## config.mk

```make
export PLATFORM = sky130hd
export DESIGN_NAME = lpwdt_top
export DESIGN_NICKNAME = d
export VERILOG_FILES = /design/src/rtl/lpwdt_pkg.sv /design/src/rtl/lpwdt_restart.sv /design/src/rtl/lpwdt_prescaler.sv /design/src/rtl/lpwdt_postscaler.sv /design/src/rtl/lpwdt_event.sv /design/src/rtl/lpwdt_top.sv
export SDC_FILE = /design/constraint.sdc
export NUM_CORES = 1
export LEC_CHECK = 0
export ABC_AREA = 1
export BUFFER_PORTS_ARGS = -buffer_cell sky130_fd_sc_hd__buf_4
export CAP_MARGIN = 30
export CORE_MARGIN = 5
export CORE_UTILIZATION = 55
export CTS_BUF_LIST = sky130_fd_sc_hd__clkbuf_8
export DETAILED_ROUTE_END_ITERATION = 8
export PLACE_DENSITY_LB_ADDON = 0.12
export SYNTH_ARGS = -nofsm -noshare
export SYNTH_HDL_FRONTEND = slang
export SYNTH_SLANG_ARGS = --single-unit
export TNS_END_PERCENT = 50
```

## constraint.sdc

```tcl
create_clock -name clk -period 3.8 [get_ports clk]
set_input_delay 0.57 -clock clk [delete_from_list [all_inputs] [get_ports clk]]
set_output_delay 0.57 -clock clk [all_outputs]
set_load 0.02 [all_outputs]
```

## src/rtl/lpwdt_pkg.sv

```systemverilog
package lpwdt_pkg;

  // Events that restart the divider chain
  typedef struct packed {
    logic dev_reset;
    logic disabled;
    logic clk_switch;
    logic save_entry;
    logic save_exit;
    logic sw_clear;
  } restart_src_t;

  function automatic logic any_restart(input restart_src_t s);
    return s.dev_reset | s.disabled | s.clk_switch |
           s.save_entry | s.save_exit | s.sw_clear;
  endfunction

endpackage

```

## src/rtl/lpwdt_restart.sv

```systemverilog
module lpwdt_restart
  import lpwdt_pkg::*;
(
  input  logic clk,
  input  logic rst,
  input  logic wdt_en,
  input  logic lp_mode,
  input  logic clr_wdt,
  input  logic pwr_save,
  input  logic clk_sw_done,
  input  logic lp_exit,
  output logic restart
);

  restart_src_t src;

  always_comb begin
    src.dev_reset  = rst;
    src.disabled   = ~wdt_en;
    src.clk_switch = clk_sw_done;
    src.save_entry = pwr_save;
    src.save_exit  = lp_exit;
    // software clear executes only while the core runs
    src.sw_clear   = clr_wdt & ~lp_mode;
  end

  assign restart = any_restart(src);

  // a clear in low-power mode alone must not restart
  assert_sleep_clear_ignored_R6: assert property (@(posedge clk) disable iff (rst)
    (lp_mode && clr_wdt && wdt_en && !clk_sw_done && !pwr_save && !lp_exit) |-> !restart);

endmodule

```

## src/rtl/lpwdt_prescaler.sv

```systemverilog
module lpwdt_prescaler #(
  parameter int SHORT_LOG2 = 5,
  parameter int LONG_LOG2  = 7
) (
  input  logic clk,
  input  logic rst,
  input  logic restart,
  input  logic pre_long,
  output logic pre_tc
);

  localparam int PRE_W = LONG_LOG2;
  localparam logic [PRE_W-1:0] LIM_SHORT = PRE_W'((1 << SHORT_LOG2) - 1);
  localparam logic [PRE_W-1:0] LIM_LONG  = PRE_W'((1 << LONG_LOG2) - 1);

  logic [PRE_W-1:0] cnt;
  logic [PRE_W-1:0] lim;

  assign lim    = pre_long ? LIM_LONG : LIM_SHORT;
  assign pre_tc = (cnt >= lim);

  always_ff @(posedge clk) begin
    if (restart)     cnt <= '0;
    else if (pre_tc) cnt <= '0;
    else             cnt <= cnt + 1'b1;
  end

  // terminal prescaler count wraps to zero
  assert_pre_wrap_R1: assert property (@(posedge clk) disable iff (rst)
    (pre_tc && !restart) |=> (cnt == '0));

  // restart empties the prescaler
  assert_pre_restart_R5: assert property (@(posedge clk) disable iff (rst)
    restart |=> (cnt == '0));

endmodule

```

## src/rtl/lpwdt_postscaler.sv

```systemverilog
module lpwdt_postscaler #(
  parameter int CODE_W = 4
) (
  input  logic              clk,
  input  logic              rst,
  input  logic              restart,
  input  logic              pre_tc,
  input  logic [CODE_W-1:0] code,
  output logic              post_tc
);

  localparam int POST_W = (1 << CODE_W) - 1;

  logic [POST_W-1:0] cnt;
  logic [POST_W-1:0] lim;

  // 2^code - 1 as a right-shifted all-ones mask
  assign lim     = {POST_W{1'b1}} >> (POST_W - int'(code));
  assign post_tc = pre_tc && (cnt >= lim);

  always_ff @(posedge clk) begin
    if (restart)      cnt <= '0;
    else if (post_tc) cnt <= '0;
    else if (pre_tc)  cnt <= cnt + 1'b1;
  end

  // each prescaler period below the limit advances the postscaler by one
  assert_post_step_R2: assert property (@(posedge clk) disable iff (rst)
    (pre_tc && !post_tc && !restart) |=> (cnt == $past(cnt) + 1'b1));

  // after terminal count the postscaler restarts
  assert_post_wrap_R2: assert property (@(posedge clk) disable iff (rst)
    (post_tc && !restart) |=> (cnt == '0));

endmodule

```

## src/rtl/lpwdt_event.sv

```systemverilog
module lpwdt_event (
  input  logic clk,
  input  logic rst,
  input  logic timeout,
  input  logic lp_mode,
  input  logic flag_clr,
  output logic reset_req,
  output logic wake_req,
  output logic timeout_flag
);

  always_ff @(posedge clk) begin
    if (rst) begin
      reset_req <= 1'b0;
      wake_req  <= 1'b0;
    end else begin
      reset_req <= timeout & ~lp_mode;
      wake_req  <= timeout & lp_mode;
    end
  end

  // sticky cause flag survives device reset; set beats clear
  always_ff @(posedge clk) begin
    if (timeout)       timeout_flag <= 1'b1;
    else if (flag_clr) timeout_flag <= 1'b0;
  end

  // the flag only falls on an explicit clear
  assert_flag_sticky_R8: assert property (@(posedge clk) disable iff (rst)
    (timeout_flag && !flag_clr) |=> timeout_flag);

  // reset and wake requests never coincide
  assert_req_exclusive_R4: assert property (@(posedge clk) disable iff (rst)
    !(reset_req && wake_req));

endmodule

```

## src/rtl/lpwdt_top.sv

```systemverilog
module lpwdt_top #(
  parameter int SHORT_LOG2 = 5,
  parameter int LONG_LOG2  = 7,
  parameter int CODE_W     = 4
) (
  input  logic              clk,
  input  logic              rst,
  input  logic              wdt_en,
  input  logic              pre_long,
  input  logic [CODE_W-1:0] post_code,
  input  logic              clr_wdt,
  input  logic              pwr_save,
  input  logic              clk_sw_done,
  input  logic              lp_exit,
  input  logic              lp_mode,
  input  logic              flag_clr,
  output logic              src_en,
  output logic              reset_req,
  output logic              wake_req,
  output logic              timeout_flag
);

  logic restart;
  logic pre_tc;
  logic post_tc;
  logic timeout;

  assign src_en = wdt_en;

  lpwdt_restart u_restart (
    .clk         (clk),
    .rst         (rst),
    .wdt_en      (wdt_en),
    .lp_mode     (lp_mode),
    .clr_wdt     (clr_wdt),
    .pwr_save    (pwr_save),
    .clk_sw_done (clk_sw_done),
    .lp_exit     (lp_exit),
    .restart     (restart)
  );

  lpwdt_prescaler #(
    .SHORT_LOG2 (SHORT_LOG2),
    .LONG_LOG2  (LONG_LOG2)
  ) u_pre (
    .clk      (clk),
    .rst      (rst),
    .restart  (restart),
    .pre_long (pre_long),
    .pre_tc   (pre_tc)
  );

  lpwdt_postscaler #(
    .CODE_W (CODE_W)
  ) u_post (
    .clk     (clk),
    .rst     (rst),
    .restart (restart),
    .pre_tc  (pre_tc),
    .code    (post_code),
    .post_tc (post_tc)
  );

  // a restart on the terminal edge suppresses the time-out
  assign timeout = post_tc & ~restart;

  lpwdt_event u_evt (
    .clk          (clk),
    .rst          (rst),
    .timeout      (timeout),
    .lp_mode      (lp_mode),
    .flag_clr     (flag_clr),
    .reset_req    (reset_req),
    .wake_req     (wake_req),
    .timeout_flag (timeout_flag)
  );

  // reset request lasts one cycle
  assert_reset_pulse_R3: assert property (@(posedge clk) disable iff (rst)
    reset_req |=> !reset_req);

  // wake request lasts one cycle and follows a low-power cycle
  assert_wake_pulse_R4: assert property (@(posedge clk) disable iff (rst)
    wake_req |=> !wake_req);
  assert_wake_in_lp_R4: assert property (@(posedge clk) disable iff (rst)
    wake_req |-> $past(lp_mode));

  // a running-mode clear on any edge blocks a request on the next
  assert_clear_wins_R7: assert property (@(posedge clk) disable iff (rst)
    (clr_wdt && !lp_mode) |=> (!reset_req && !wake_req));

  // disabled watchdog produces no request
  assert_disabled_quiet_R9: assert property (@(posedge clk) disable iff (rst)
    !wdt_en |=> (!reset_req && !wake_req));

endmodule

```

==> flow_metrics.py <==
metrics = {
    "cts": {
        "insertion_delay_ns": 0.27,
        "cts_sinks": 25,
        "clk_root_buffer_cell": "clkbuf_8",
        "cts-resized-gates": 0,
        "post_cts_buffers": 0,
        "clkTransAtPathRegs_ns": 0.10,
        "tritoncts": "built",
        "h-tree-depth": 1,
        "cts_buffers": 3,
        "cts_hold_buf": 0,
        "clock_path_buffers": 2,
    },
    "timing": {
        "tightest_slew_ns": 0.328,
        "setup_viol": 0,
        "rsz0062_at_grt": "no",
        "fin_crit_sh_pct": 55.8,
        "fin_crit_ns": 2.12,
        "drv_slew": 0,
        "tns_ns": 0,
        "final_hold_viol_count": 0,
        "slew_headroom_pct": 78.0,
        "hold_ws_ns": 0.457,
        "clock_skew_ns": 0.00849,
        "fmax_mhz": 472,
    },
    "yosys": {
        "synth_area_sq_um": 1850,
        "synth_area_leaders": "dfxtp_1, nand2_1, ha_1",
        "syn_area_per_cell_sq_um": 6.36,
        "synth_cells": 291,
        "syn_nets": 324,
        "ys_types": 24,
        "synth_top_area_share_pct": 27.0,
        "yosysSeqAreaShare_pct": 27.0,
        "synth_top_cell_by_area": "dfxtp_1",
        "synth_warnings": 0,
        "ys_ff_latch": 25,
    },
    "routing": {
        "post-route-drc-count": 0,
        "routed-via-count": 1744,
        "dr.pass1.iters": 4,
        "vias_per_cell": 4.95,
        "detail-route-antenna-nets": 0,
        "drt-initial-drc-count": 83,
        "routedWlPerCell_um": 10.7,
        "drt_wl_total_um": 3780,
    },
    "floorplan": {
        "floorplan.initialDensity_pct": 55.9,
        "chipWidth_um": 68.0,
        "ios": 18,
        "die_area_sq_um": 4630,
        "rows": 21,
        "core_region_area_sq_um": 3310,
        "die_h_um": 68.0,
    },
    "worst_setup_path": {
        "end_kind": "flop",
        "slowest_stage": "ha_1",
        "slowest_delay_ns": 0.29,
        "crit_family": "simple AND/OR/NAND/NOR gates",
        "cp.buffers_inverters": 2,
        "crit_type": "input pin to flop",
        "cp-start-kind": "input pin",
        "cp_cell_sequence": "buf_4 -> nor2_1 -> inv_1 -> o21ai_0 -> ha_1 -> nand2_1 -> nand2_1 -> nand2_1 -> nand2_1 -> nand2_1 -> nand2_1 -> nor2_1 -> nand2_1 -> nand2_1 -> nand2_2 -> nor2_1",
        "worstPathRequired_ns": 4.00,
        "cp_data_arrival_time_ns": 2.32,
        "ff2ff_setup_slack_ns": 1.97,
        "path_max_fanout": 15,
        "crit_path_frequent_cell": "nand2_1",
    },
    "power": {
        "leakage_nw": 0.932,
        "irDropWorstVdd_mv": 0.260,
        "p_per_area_nw_per_um2": 230,
    },
    "final_layout": {
        "area_growth_pct": 10.1,
        "drive_gt1_share_pct": 9.48,
        "nets": 340,
        "fillers": 341,
        "final_util_pct": 61.6,
        "diodes": 0,
    },
    "place": {
        "dp_hpwl_um": 3010,
        "portBuffers": 17,
        "gp_congestion": 0.788,
    },
    "run": {
        "cap_violations": 0,
    },
    "global_route": {
        "grtUsageTotal_pct": 19.3,
        "grt_max_degree": 29,
        "grt_antenna_before_repair": 0,
        "overflow": 0,
        "grt_pass1_wl_um": 6960,
        "grt_pass1_vias": 1668,
    },
    "min_path": {
        "hp-class": "flop to flop",
    },
    "status": {
        "outcome": "complete, no violations",
    },
}
-- synthesized netlist by cell type, drive strengths merged --
master / instances
or2: 1
nand4: 6
nand3b: 1
nand2: 83
o2111a: 1
clkbuf: 2
a21oi: 16
dfxtp: 25
a21o: 2
ha: 19
nor2: 52
o21ai: 11
inv: 42
nor3: 5
nand3: 13
buf: 4
xor2: 8
-- placed cells by master, fill, tap and decap left out --
master / synthesis / routed
o2111a_1: 1 / 1
or2_2: 1 / 1
inv_2: 3 / 3
nor3_1: 4 / 4
o21ai_0: 6 / 6
a21oi_1: 16 / 16
nand3_1: 12 / 12
inv_6: 0 / 1
nand2_1: 82 / 82
nand4_1: 6 / 6
nor2_4: 1 / 1
a21o_1: 2 / 2
nand3_4: 1 / 1
xor2_1: 8 / 8
nand3b_1: 1 / 1
inv_1: 39 / 39
clkbuf_8: 0 / 3
ha_1: 19 / 19
nor2_1: 51 / 51
dfxtp_1: 25 / 25
nand2_2: 1 / 1
o21ai_1: 5 / 5
nor3_2: 1 / 1
buf_4: 1 / 17
-- sequential cells by signal (all words and copies together), names as in the netlist --
| signal | cells |
|---|---|
| u_evt.timeout_flag | 1 |
| u_evt.reset_req | 1 |
| u_post.cnt | 15 |
| u_pre.cnt | 7 |
| u_evt.wake_req | 1 |
-- routing by layer --
metal,GRT usage (%),routed length [um],vias to the layer above
li1,-,-,949
met1,24.4,1880,777
met2,34.7,1790,13
met3,1.97,66,5
met4,5.21,46,0
met5,0,0,-
-- through the flow --
step | worst slack (ns) | total power [mW] | instances | cell area, sq um
3_5_place_dp | 1.40 | 0.307 | 348 | 1990
6_report | 1.68 | 0.468 | 352 | 2040
5_1_grt | 1.42 | 0.493 | 352 | 2040
4_1_cts | 1.68 | 0.475 | 352 | 2040
3_3_place_gp | 1.44 | 0.306 | 348 | 1990
2_1_floorplan | 1.55 | 0.291 | 291 | 1850
-- kinds of logic after synthesis --
family	Yosys count	share of synthesized area, %
AND/OR/NAND/NOR	161	36.5
buffers and inverters	48	11.1
AO/OA/AOI/OAI	30	8.72
flip-flops	25	27.0
adder cells (fa/ha/maj)	19	12.8
XOR/XNOR	8	3.78
-- worst register-to-register path, stage by stage, from the launching register on --
cell,delay (ns)
dfxtp_1,0.34
ha_1,0.31
a21oi_1,0.24
nand3_4,0.30
inv_2,0.21
nand2_1,0.19
nor3_1,0.17
-- report_power, final --
group	internal (mW)	switching, mW
Clock	0.0769	0.0902
Combinational	0.0176	0.0214
Sequential	0.262	0.000117
Total	0.356	0.112
-- layout make-up --
type / count / area, sq um / share of cell area [%]
multi-input combinational: 218 / 1140 / 56.2
sequential: 25 / 500 / 24.6
inverter: 42 / 158 / 7.73
timing repair buffer: 17 / 128 / 6.26
tap: 46 / 57.6 / 2.82
clock buffer: 3 / 41.3 / 2.03
clock inverter: 1 / 8.76 / 0.430
-- final timing paths --
path              cells past startpoint             end          from
hold / removal                        1    u_pre.cnt[0]  u_pre.cnt[0]
setup / recovery                     16  u_post.cnt[11]  post_code[1]
setup reg to reg                      6    u_pre.cnt[2]  u_pre.cnt[6]
hold reg to reg                       1    u_pre.cnt[0]  u_pre.cnt[0]
(Power assumes the default switching activity.)
